[config.mk]
export PLATFORM = sky130hd
export DESIGN_NAME = tamper_detect_top
export DESIGN_NICKNAME = d
export VERILOG_FILES = /design/src/rtl/tamper_pkg.sv /design/src/rtl/tamper_rst_sync.sv /design/src/rtl/tamper_pin_sync.sv /design/src/rtl/tamper_lvl_filter.sv /design/src/rtl/tamper_detect_top.sv
export SDC_FILE = /design/constraint.sdc
export NUM_CORES = 1
export LEC_CHECK = 0
export ABC_AREA = 1
export ABC_CLOCK_PERIOD_IN_PS = 800
export CORE_MARGIN = 5
export CORE_UTILIZATION = 51
export DETAILED_ROUTE_END_ITERATION = 10
export PLACE_DENSITY = 0.77
export SLEW_MARGIN = 20
export SYNTH_ARGS = -nofsm -noshare
export SYNTH_HDL_FRONTEND = slang
export SYNTH_HIERARCHICAL = 1
export SYNTH_SLANG_ARGS = --single-unit
[constraint.sdc]
create_clock -name clk -period 0.8 [get_ports clk]
set_clock_uncertainty 0.05 [all_clocks]
set_input_delay 0.12 -clock clk [delete_from_list [all_inputs] [get_ports clk]]
set_output_delay 0.12 -clock clk [all_outputs]
set_load 0.005 [all_outputs]
[src/rtl/tamper_pkg.sv]
package tamper_pkg;
  localparam int TMP_FILT_W = 2;

  typedef struct packed {
    logic                  en;
    logic                  pol;
    logic [TMP_FILT_W-1:0] filt;
    logic                  ie;
    logic                  ts_force;
  } tamper_cfg_t;
endpackage

[src/rtl/tamper_rst_sync.sv]
module tamper_rst_sync #(
  parameter int STAGES = 2
) (
  input  logic clk,
  input  logic arst_n,
  output logic rst_n_sync
);
  logic [STAGES-1:0] chain_q;
  logic [STAGES-1:0] chain_d;

  always_comb begin
    chain_d = {chain_q[STAGES-2:0], 1'b1};
  end

  always_ff @(posedge clk or negedge arst_n) begin
    if (!arst_n) chain_q <= '0;
    else         chain_q <= chain_d;
  end

  assign rst_n_sync = chain_q[STAGES-1];
endmodule

[src/rtl/tamper_pin_sync.sv]
module tamper_pin_sync #(
  parameter int STAGES = 2
) (
  input  logic clk,
  input  logic rst_n,
  input  logic din,
  output logic dout
);
  logic [STAGES-1:0] sh_q;
  logic [STAGES-1:0] sh_d;

  always_comb begin
    sh_d = {sh_q[STAGES-2:0], din};
  end

  always_ff @(posedge clk or negedge rst_n) begin
    if (!rst_n) sh_q <= '0;
    else        sh_q <= sh_d;
  end

  assign dout = sh_q[STAGES-1];
endmodule

[src/rtl/tamper_lvl_filter.sv]
module tamper_lvl_filter #(
  parameter int FILT_W = 2
) (
  input  logic              clk,
  input  logic              rst_n,
  input  logic              clr,
  input  logic              tick,
  input  logic              match,
  input  logic [FILT_W-1:0] filt,
  output logic              fire
);
  localparam int MAX_EXP = (1 << FILT_W) - 1;
  localparam int CNT_W   = MAX_EXP + 1;

  logic [CNT_W-1:0] cnt_q;
  logic [CNT_W-1:0] cnt_d;
  logic [CNT_W-1:0] target;
  logic             cnt_en;

  assign target = CNT_W'(1) << filt;
  assign cnt_en = clr | tick;

  always_comb begin
    cnt_d = cnt_q;
    if (clr) begin
      cnt_d = '0;
    end else if (tick) begin
      if (!match)               cnt_d = '0;
      else if (cnt_q != target) cnt_d = cnt_q + CNT_W'(1);
    end
  end

  always_ff @(posedge clk or negedge rst_n) begin
    if (!rst_n)      cnt_q <= '0;
    else if (cnt_en) cnt_q <= cnt_d;
  end

  assign fire = !clr && tick && match && (cnt_q == target - CNT_W'(1));
endmodule

[src/rtl/tamper_detect_top.sv]
module tamper_detect_top
  import tamper_pkg::*;
#(
  parameter int SYNC_STAGES = 2,
  parameter int RST_STAGES  = 2
) (
  input  logic                  clk,
  input  logic                  rst_n,
  input  logic                  tamper_pin,
  input  logic                  smp_tick,
  input  logic                  cfg_we,
  input  logic                  cfg_en,
  input  logic                  cfg_pol,
  input  logic [TMP_FILT_W-1:0] cfg_filt,
  input  logic                  cfg_ie,
  input  logic                  cfg_ts_force,
  input  logic                  flag_we,
  input  logic                  flag_wdata,
  output logic                  tamper_flag,
  output logic                  irq,
  output logic                  ts_pulse
);
  logic        rst_sync_n;
  logic        pin_s;
  tamper_cfg_t cfg_q, cfg_d;
  logic        en_q, en_d_q, en_d_d;
  logic        prev_q, prev_d;
  logic        flag_q, flag_d;
  logic        ts_q, ts_d;
  logic        lvl_mode, match, edge_hit, evt_edge, lvl_clr, lvl_fire, evt;

  tamper_rst_sync #(.STAGES(RST_STAGES)) u_rst (
    .clk(clk), .arst_n(rst_n), .rst_n_sync(rst_sync_n)
  );

  tamper_pin_sync #(.STAGES(SYNC_STAGES)) u_sync (
    .clk(clk), .rst_n(rst_sync_n), .din(tamper_pin), .dout(pin_s)
  );

  assign en_q     = cfg_q.en;
  assign lvl_mode = |cfg_q.filt;
  assign match    = (pin_s == cfg_q.pol);
  assign edge_hit = cfg_q.pol ? (prev_q & ~pin_s) : (pin_s & ~prev_q);
  assign evt_edge = en_q & en_d_q & ~lvl_mode & edge_hit;
  assign lvl_clr  = ~en_q | ~lvl_mode;

  tamper_lvl_filter #(.FILT_W(TMP_FILT_W)) u_filt (
    .clk(clk), .rst_n(rst_sync_n), .clr(lvl_clr), .tick(smp_tick),
    .match(match), .filt(cfg_q.filt), .fire(lvl_fire)
  );

  assign evt = evt_edge | lvl_fire;

  always_comb begin
    cfg_d = cfg_q;
    if (cfg_we) begin
      cfg_d.en       = cfg_en;
      cfg_d.pol      = cfg_pol;
      cfg_d.filt     = cfg_filt;
      cfg_d.ie       = cfg_ie;
      cfg_d.ts_force = cfg_ts_force;
    end
    en_d_d = en_q;
    prev_d = pin_s;
    flag_d = flag_q;
    if (flag_we && !flag_wdata) flag_d = 1'b0;
    if (evt)                    flag_d = 1'b1;
    ts_d = evt & cfg_q.ts_force;
  end

  always_ff @(posedge clk or negedge rst_sync_n) begin
    if (!rst_sync_n) begin
      cfg_q  <= '0;
      en_d_q <= 1'b0;
      prev_q <= 1'b0;
      flag_q <= 1'b0;
      ts_q   <= 1'b0;
    end else begin
      if (cfg_we) cfg_q <= cfg_d;
      en_d_q <= en_d_d;
      prev_q <= prev_d;
      flag_q <= flag_d;
      ts_q   <= ts_d;
    end
  end

  assign tamper_flag = flag_q;
  assign irq         = flag_q & cfg_q.ie;
  assign ts_pulse    = ts_q;
endmodule

After elaboration in Yosys (flattened, before gate mapping)
Cells that the tools add are included.
- register bits after elaboration: 18
- bits of input ports: 13
- output and inout bits: 3
- word-level logic and storage cells: 50
- $add $sub $neg: 2
- eq/ne operators: 4
- shift-type cells: 1
- multiplexer cells: 7
- bitwise operators: 14
- reductions and logical operators: 10
- operator list (cell ; number):
    $mux W4 ; 4
    $and A1 B1 Y1 ; 7
    $add A4 B1 Y4 const B ; 1
    $eq A4 B4 Y1 ; 1
    $logic_and A1 B1 Y1 ; 4
    $ne A4 B4 Y1 ; 1
    $not A1 Y1 ; 4
    $reduce_bool A2 Y1 ; 2
    $shl A1 B2 Y4 const A ; 1
    $sub A4 B1 Y4 const B ; 1
    $mux W1 ; 3
    $ne A3 B2 Y1 const B ; 1
    $or A1 B1 Y1 ; 3
    $reduce_and A3 Y1 ; 1
    $logic_not A1 Y1 ; 2
    $reduce_or A2 Y1 ; 1
    $eq A1 B1 Y1 ; 1

Logic depth before layout (Yosys ltp)
Gate-level depths: netlist of the first run.
- word-level depth: 9
- depth in mapped cells: 10
- gate-level depth less buffers: 10

Modules after synthesis
Netlist of the first run, hierarchy kept.
- modules (own cells, without submodules) (module ; times used ; cells each ; area each (µm²)):
    tamper_detect_top ; 1 ; 44 ; 434.2
    tamper_lvl_filter ; 1 ; 59 ; 401.6
    tamper_rst_sync ; 1 ; 3 ; 53.8
    tamper_pin_sync ; 1 ; 2 ; 50.0

Least setup slack after synthesis of the first run
No wires, ideal clock.
- path kind: flip-flop to flip-flop
- start: reg cfg_q[2] (netlist name)
- end: reg ts_q (netlist: ts_pulse)
- library setup time: 0.073 ns
- arrival time: 1.386 ns
- path slack: -0.709 ns
- cell stages (with the launch flop): 11
- cell sequence: dfrtp_1 inv_1 nand2_1 nand2_1 inv_1 nand2_1 nor2_1 o21ai_0 nor3_1 inv_1 a21oi_2
- longest elaborated chain between the ends: 9
- RTL lines (item ; line ; source):
    start, declared ; tamper_detect_top.sv:25 ; tamper_cfg_t cfg_q, cfg_d;
    start signal, assigned ; tamper_detect_top.sv:79 ; if (cfg_we) cfg_q <= cfg_d;
    $reduce_or A2 Y1 ; tamper_detect_top.sv:41 ; assign lvl_mode = |cfg_q.filt;
    $not A1 Y1 ; tamper_detect_top.sv:45 ; assign lvl_clr = ~en_q | ~lvl_mode;
    $or A1 B1 Y1 ; tamper_detect_top.sv:45 ;
    named net lvl_clr ; tamper_detect_top.sv:30 ; logic lvl_mode, match, edge_hit, evt_edge, lvl_clr, lvl_fire, evt;
    $logic_not A1 Y1 ; tamper_lvl_filter.sv:38 ; assign fire = !clr && tick && match && (cnt_q == target - CNT_W'(1));
    $logic_and A1 B1 Y1 (3 in a row) ; tamper_lvl_filter.sv:38 ;
    named net lvl_fire ; tamper_detect_top.sv:30 ;
    $or A1 B1 Y1 ; tamper_detect_top.sv:52 ; assign evt = evt_edge | lvl_fire;
    $and A1 B1 Y1 ; tamper_detect_top.sv:68 ; ts_d = evt & cfg_q.ts_force;
    named net ts_d ; tamper_detect_top.sv:29 ; logic ts_q, ts_d;
    end signal, assigned ; tamper_detect_top.sv:83 ; ts_q <= ts_d;
    end, declared ; tamper_detect_top.sv:29 ;
The timed path passes the listed nets, and every way through them passes these cells.
A chain may end at the register's enable or synchronous reset.

Worst setup path in the final report of the first run
Same ends and word-level chain as after synthesis.

==> metrics.md, run 1 <==
| Metric | Value |
|---|---|
| Status | complete, but fails checks |
| Failing checks | negative setup slack |
| TritonRoute pass-1 iters | 4 |
| Initial antenna violation count | 0 |
| Hold slack | 0.113 ns |
| Syn_nets | 122 |
| Static Leak | 0.699 nW |
| Die X | 52.9 microns |
| Final Core Density | 78.5% |
| First-pass GRT wire length | 3720 microns |
| CTS H-tree depth | 1 |
| Placed cells | 166 |
| Endpoints failing setup | 13 |
| WS Path Type | reg -> reg |
| Seq/Total Area, Yosys | 47.9% |
| Post-Syn Area | 940 sq um |
| Clk_lat worst skew | 0.30 ns |
| Via-per-instance ratio | 4.99 |
| DRC viols | 0 |
| Sw frac | 28.0% |
| Grt ovf | 0 |
| CP most frequent cell | nand2_2 |
| Register clock-pin slew on the reported worst setup and hold paths | 0.10 ns |
| Final Non-Filler Cells | 175 |
| Hold Path Class | reg -> async |
| Clock power share | 25.4% |
| Part of the power in registers | 47.1% |
| TritonCTS clock tree | done |
| Setup crit end kind | register |
| Hpwl dp | 1600 microns |
| Initial Utilization | 53.8% |
| Synth-to-layout area growth | 45.8% |
| WP data arrival | 1.57 ns |
| DRT antenna net count | 0 |
| Max Cap Viol | 0 |
| Clock Path Buffers | 2 |
| Wire per inst | 12.7 microns |
| Vias | 874 |
| Int Power | 1.57 mW |
| NetSw | 0.610 mW |
| Core Area | 1750 sq um |
| Worst-path fanout max | 6 |
| Synth Register Bits | 18 |
| Crit share post-route | 173% |
| Slew Viols, Final | 0 |
| Unrepaired setup endpoints after global routing | yes |
| Worst VDD drop | 1.58 mV |
| Final WL | 2220 microns |
| CTS buffer count | 3 |
| I/O pin count | 16 |
| Die height | 52.9 microns |
| Fraction of layout cells with a size suffix above 1 | 39.3% |
| Vias in the first global route | 866 |
| Mean Syn Cell Area | 8.70 sq um |
| CP required | 0.99 ns |
| # rows | 15 |
| Fmax | 0.722 GHz |
| Synth Warn # | 6 |
| Crit-path slowest cell | dfrtp_2 |
| Critical path's largest stage delay | 0.46 ns |
| Port Buffers | 15 |
| CTS Sinks | 18 |
| Setup WS post-layout | -0.585 ns |
| Total die area | 2800 sq um |
| Setup crit start kind | register |
| Gate Count Post-Synth | 108 |
| Diodes inserted | 0 |
| Pin count of the biggest net entering global routing | 11 |
| Netlist cell types | 23 |
| Routability cong. | 0.792 |
| NumNets Final | 165 |
| Period minus WS final | 1.39 ns |
| GRT Resource Usage Total | 18.9% |
| Comb pwr share | 27.5% |
| Final hold vios | 0 |
| Power Density | 1590 nW/um^2 |
| Cell Chain, Critical Path | inv_2 -> nand2_2 -> nand2_2 -> inv_2 -> nand2_2 -> nor2_2 -> o21ai_1 -> nor3_2 -> inv_1 -> a21oi_2 |
| Root buf cell | clkbuf_4 |
| Initial DRC Count | 20 |
-- layout make-up --
| class | count | area, sq um |
|---|---|---|
| multi-input combinational | 71 | 442 |
| clock buffer | 4 | 36.3 |
| tap | 25 | 31.3 |
| fill | 122 | 375 |
| timing repair buffer | 40 | 345 |
| inverter | 17 | 63.8 |
| sequential | 18 | 452 |
-- what timing repair did --
action                                  CTS  global route
pin swaps                                 6             4
endpoints found under the setup margin   15            14
resized for setup                        27             3
hold buffers                              1             0
buffers inserted                          4             0
hold endpoints to repair                  2             0
-- critical path: cells and delay by family, from the launching register on --
family          cells  cell delay (ns)
buf+inv             3             0.20
compound gates      2             0.21
simple gates        5             0.39
flops               1             0.46
-- power by group through the flow --
stage | Sequential (mW) | Clock, mW | Combinational [mW]
after CTS | 1.02 | 0.576 | 0.590
after global routing | 1.03 | 0.611 | 0.653
after global placement | 1.03 | 0 | 0.497
final | 1.03 | 0.554 | 0.600
after floorplan | 1.04 | 0 | 0.257
after detailed placement | 1.04 | 0 | 0.517
-- cells by family after synthesis --
group | synth area share [%]
adder cells (fa/ha/maj) | 1.33
flip-flops | 47.9
other | 0.399
buffers and inverters | 9.19
XOR/XNOR | 3.73
AO/OA/AOI/OAI | 5.19
AND/OR/NAND/NOR | 29.0
multiplexers | 3.20
-- cell usage in the layout (no fill, tap or decap), types with 4 or more instances in the layout --
| cell type | count |
|---|---|
| nand2_1 | 22 |
| buf_4 | 20 |
| dfrtp_1 | 17 |
| inv_1 | 12 |
| clkdlybuf4s50_1 | 11 |
| nand3_1 | 10 |
| nand2_2 | 6 |
| inv_2 | 5 |
| buf_6 | 5 |
| nor2_1 | 4 |
-- sequential cells by signal (all words and copies together) (netlist names) --
register and flops:
cfg_q 5, en_d_d 1, en_d_q 1, prev_q 1, tamper_flag 1, ts_pulse 1
u_filt/cnt_q 4, u_rst/chain_q 2, u_sync/sh_q 2
-- synth_stat cells --
master,number,share of area [%]
a21oi_1,1,0.53
inv_1,15,6.0
nor2_1,5,2.0
xor2_1,2,1.9
nand3_4,1,1.9
nor2_2,2,1.3
nor3_1,1,0.53
buf_6,2,2.4
nand2_2,1,0.67
conb_1,1,0.40
nor2_4,1,1.2
mux2_4,2,3.2
nand2_4,1,1.2
inv_2,2,0.80
dfrtp_1,18,48
nand3_2,2,2.1
ha_1,1,1.3
xnor2_1,2,1.9
nand3_1,10,5.3
nand2_1,27,11
o21ai_0,7,3.7
a21oi_2,1,0.93
nand4_1,3,2.0
-- path summary, 6_finish.rpt --
path / cells after the start / slack [ns] / endpoint / startpoint
max in group asynchronous: 2 / 0.11 / u_rst/chain_q[1]$_DFF_PN0_ / rst_n
max: 10 / -0.59 / ts_pulse$_DFF_PN0_ / cfg_q[2]$_DFFE_PN0P_
min in group clk: 1 / 0.21 / u_sync/sh_q[0]$_DFF_PN0_ / tamper_pin
min reg2reg: 1 / 0.11 / en_d_d$_DFFE_PN0P_ / u_rst/chain_q[1]$_DFF_PN0_
min: 1 / 0.11 / en_d_d$_DFFE_PN0P_ / u_rst/chain_q[1]$_DFF_PN0_
max reg2reg: 10 / -0.59 / ts_pulse$_DFF_PN0_ / cfg_q[2]$_DFFE_PN0P_
-- per-stage QoR --
| stage | power [mW] | TNS, ns | cell area [sq um] | setup slack (ns) |
|---|---|---|---|---|
| 2_1_floorplan | 1.30 | -2.72 | 953 | -0.522 |
| 3_3_place_gp | 1.53 | -5.95 | 1260 | -0.551 |
| 3_5_place_dp | 1.55 | -6.20 | 1260 | -0.562 |
| 4_1_cts | 2.19 | -4.31 | 1370 | -0.569 |
| 5_1_grt | 2.30 | -5.26 | 1370 | -0.681 |
| 6_report | 2.18 | -4.38 | 1370 | -0.585 |
-- layer usage --
layer	global-route usage [%]	up-vias	part of all wire, %
li1	-	424	-
met3	4.51	6	6.8
met5	0	-	0
met4	12.3	0	3.1
met2	33.3	36	53
met1	19.9	408	37
No activity file was read; power rests on OpenSTA's default activity.
==> run 2: changes to the inputs <==
--- a/config.mk
+++ b/config.mk
@@ -6,11 +6,11 @@
 export NUM_CORES = 1
 export LEC_CHECK = 0
 export ABC_AREA = 1
-export ABC_CLOCK_PERIOD_IN_PS = 800
+export ABC_CLOCK_PERIOD_IN_PS = 1700
 export CORE_MARGIN = 5
-export CORE_UTILIZATION = 51
+export CORE_UTILIZATION = 54
 export DETAILED_ROUTE_END_ITERATION = 10
-export PLACE_DENSITY = 0.77
+export PLACE_DENSITY = 0.81
 export SLEW_MARGIN = 20
 export SYNTH_ARGS = -nofsm -noshare
 export SYNTH_HDL_FRONTEND = slang
==> constraint.sdc (replaced) <==
create_clock -name clk -period 1.7 [get_ports clk]
set_clock_uncertainty 0.05 [all_clocks]
set_input_delay 0.255 -clock clk [delete_from_list [all_inputs] [get_ports clk]]
set_output_delay 0.255 -clock clk [all_outputs]
set_load 0.005 [all_outputs]
==> run 2 against run 1 <==
  * The flow now finishes without violations
  * Critical path depth shrank 7
  * Routed wire length shrank 24%
  * First-iteration DRC count shrank 40%
  * Register-to-register slack gained 0.80 ns
  * Largest power group unchanged
  * Via count shrank 15%
  * Flip-flop and latch count is the same
  * Critical path type is now reg -> out
  * Clock power shrank 54%
  * Global-route usage shrank 4.4 points
  * Highest routed layer unchanged
  * Sequential share of layout area grew 5.8 points
  * Power shrank 57%
==> metrics.md, run 2 (same netlist as run 1, synthesis figures left out) <==
| Metric | Value |
|---|---|
| Status | finished clean |
| Worst-margin pin slew | 0.617 ns |
| WP buf/inv | 2 |
| Critical path's largest stage delay | 0.49 ns |
| R2R cell count | 7 |
| Slew margin rel. | 58.9% |
| Top Usage Layer GRT | met2 |
| Cell Chain, Critical Path | nand2_1 -> inv_1 -> clkdlybuf4s50_1 |
| Endpoints failing setup | 0 |
| Top Registers | cfg_q (5), u_filt/cnt_q (4) |
| Clock Path Buffers | 2 |
| Met1 GRT Util | 16.7% |
| Placed cells | 143 |
| Die height | 51.7 microns |
| Commonest non-fill, non-tap cells in the layout | nand2_1, dfrtp_1, inv_1, clkdlybuf4s50_1, nand3_1 |
| # resized after CTS | 0 |
| Fraction of layout cells with a size suffix above 1 | 16.9% |
| Clk_lat worst skew | 0.29 ns |
| CP required | 1.39 ns |
| Crit-path slowest cell | clkdlybuf4s50_1 |
| Max Cap Viol | 0 |
| Core Area | 1690 sq um |
| Setup TNS Final | 0 ns |
| TritonRoute pass-1 iters | 6 |
| Setup crit end kind | output port |
| Vias in the first global route | 724 |
| DRT antenna net count | 0 |
| Unrepaired setup endpoints after global routing | no |
| Vias | 746 |
| Hold Path Class | in -> async |
| Slew Viols, Final | 0 |
| Die X | 51.7 microns |
| Initial Utilization | 55.6% |
| Worst-path fanout max | 3 |
| Power Density | 801 nW/um^2 |
| M3 GR Usage | 1.72% |
| Largest register FFs | 5 |
| Reg2reg setup slack | 0.21 ns |
| Critical R2R Launch | u_sync/sh_q[1]$_DFF_PN0_ |
| Setup crit start kind | register |
| First-pass GRT wire length | 2860 microns |
| Final Non-Filler Cells | 147 |
| Total die area | 2670 sq um |
| Register clock-pin slew on the reported worst setup and hold paths | 0.10 ns |
| CTS Sinks | 18 |
| Port Buffers | 15 |
| Met2 usage | 25.8% |
| Initial DRC Count | 12 |
| WS Path Type | reg -> out |
| Hold buffer count at cts | 0 |
| Synth-to-layout area growth | 23.7% |
| Pin count of the biggest net entering global routing | 17 |
| Via-per-instance ratio | 5.07 |
| Hpwl dp | 1390 microns |
| WP data arrival | 1.26 ns |
| Static Leak | 0.583 nW |
| Fmax | 0.641 GHz |
| Worst VDD drop | 0.510 mV |
| Root buf cell | clkbuf_4 |
| CTS H-tree depth | 1 |
| Initial antenna violation count | 0 |
| Diodes inserted | 0 |
| Grt ovf | 0 |
| Final WL | 1680 microns |
| CTS buffer count | 3 |
| I/O pin count | 16 |
| GRT Resource Usage Total | 14.5% |
| Setup Fix Bufs, Post-CTS | 0 |
| DRC viols | 0 |
| Routability cong. | 0.742 |
| Most common cell after layout, fill and taps aside | nand2_1 |
| Wire per inst | 11.4 microns |
| TritonCTS clock tree | done |
| Largest Register | cfg_q |
| Worst flop-to-flop path endpoint | ts_pulse$_DFF_PN0_ |
| NumNets Final | 145 |
| # rows | 15 |
| Cell family with most CP delay | buffers and inverters |
| Crit share post-route | 91.8% |
| Final hold vios | 0 |
| Period minus WS final | 1.56 ns |
==> run 2: cell count changes in the layout (fill, tap and decap cells not counted), sizes merged <==
cell	previous run	this run
buf	27	5
clkdlybuf4s50	11	15
dlygate4sd2	1	0
dlygate4sd3	1	0
==> run 2: routing by layer <==
metal  vias to the layer above  routed length, microns
met4                         0                      29
li1                        384                       -
met5                         -                       0
met3                         4                      79
met2                        19                     869
met1                       339                     705
==> run 2: how the worst max path moves through the flow <==
stage / startpoint / to / depth (start not counted)
after CTS: tamper_flag$_DFFE_PN0P_ / irq / 3
after global routing: u_sync/sh_q[1]$_DFF_PN0_ / ts_pulse$_DFF_PN0_ / 7
after floorplan: cfg_q[2]$_DFFE_PN0P_ / ts_pulse$_DFF_PN0_ / 10
final: tamper_flag$_DFFE_PN0P_ / irq / 3
after detailed placement: smp_tick / ts_pulse$_DFF_PN0_ / 7
after global placement: smp_tick / ts_pulse$_DFF_PN0_ / 7
==> run 2: final cells by class <==
class	instances	area (sq um)
clock buffers	4	36.3
fillers	149	527
inverters	17	63.8
multi-input cells	71	403
flip-flops and latches	18	450
well taps	17	21.3
repair buffers	20	188
==> run 2: stage by stage <==
step | area, sq um | worst slack (ns) | hold slack, ns | power [mW] | util (%)
6_report | 1160 | 0.139 | 0.0718 | 0.931 | 68.8
4_1_cts | 1160 | 0.118 | 0.0644 | 0.945 | 68.8
5_1_grt | 1160 | 0.0134 | 0.0726 | 0.985 | 68.8
3_3_place_gp | 1130 | 0.176 | 0.213 | 0.677 | 66.7
3_5_place_dp | 1130 | 0.161 | 0.225 | 0.686 | 66.7
2_1_floorplan | 940 | 0.191 | -0.0906 | 0.605 | -
==> run 2: where the power goes <==
group	internal, mW	switching (mW)	total (mW)
clock network	0.130	0.125	0.256
logic	0.0974	0.0954	0.193
registers	0.457	0.0256	0.482
total	0.684	0.246	0.931
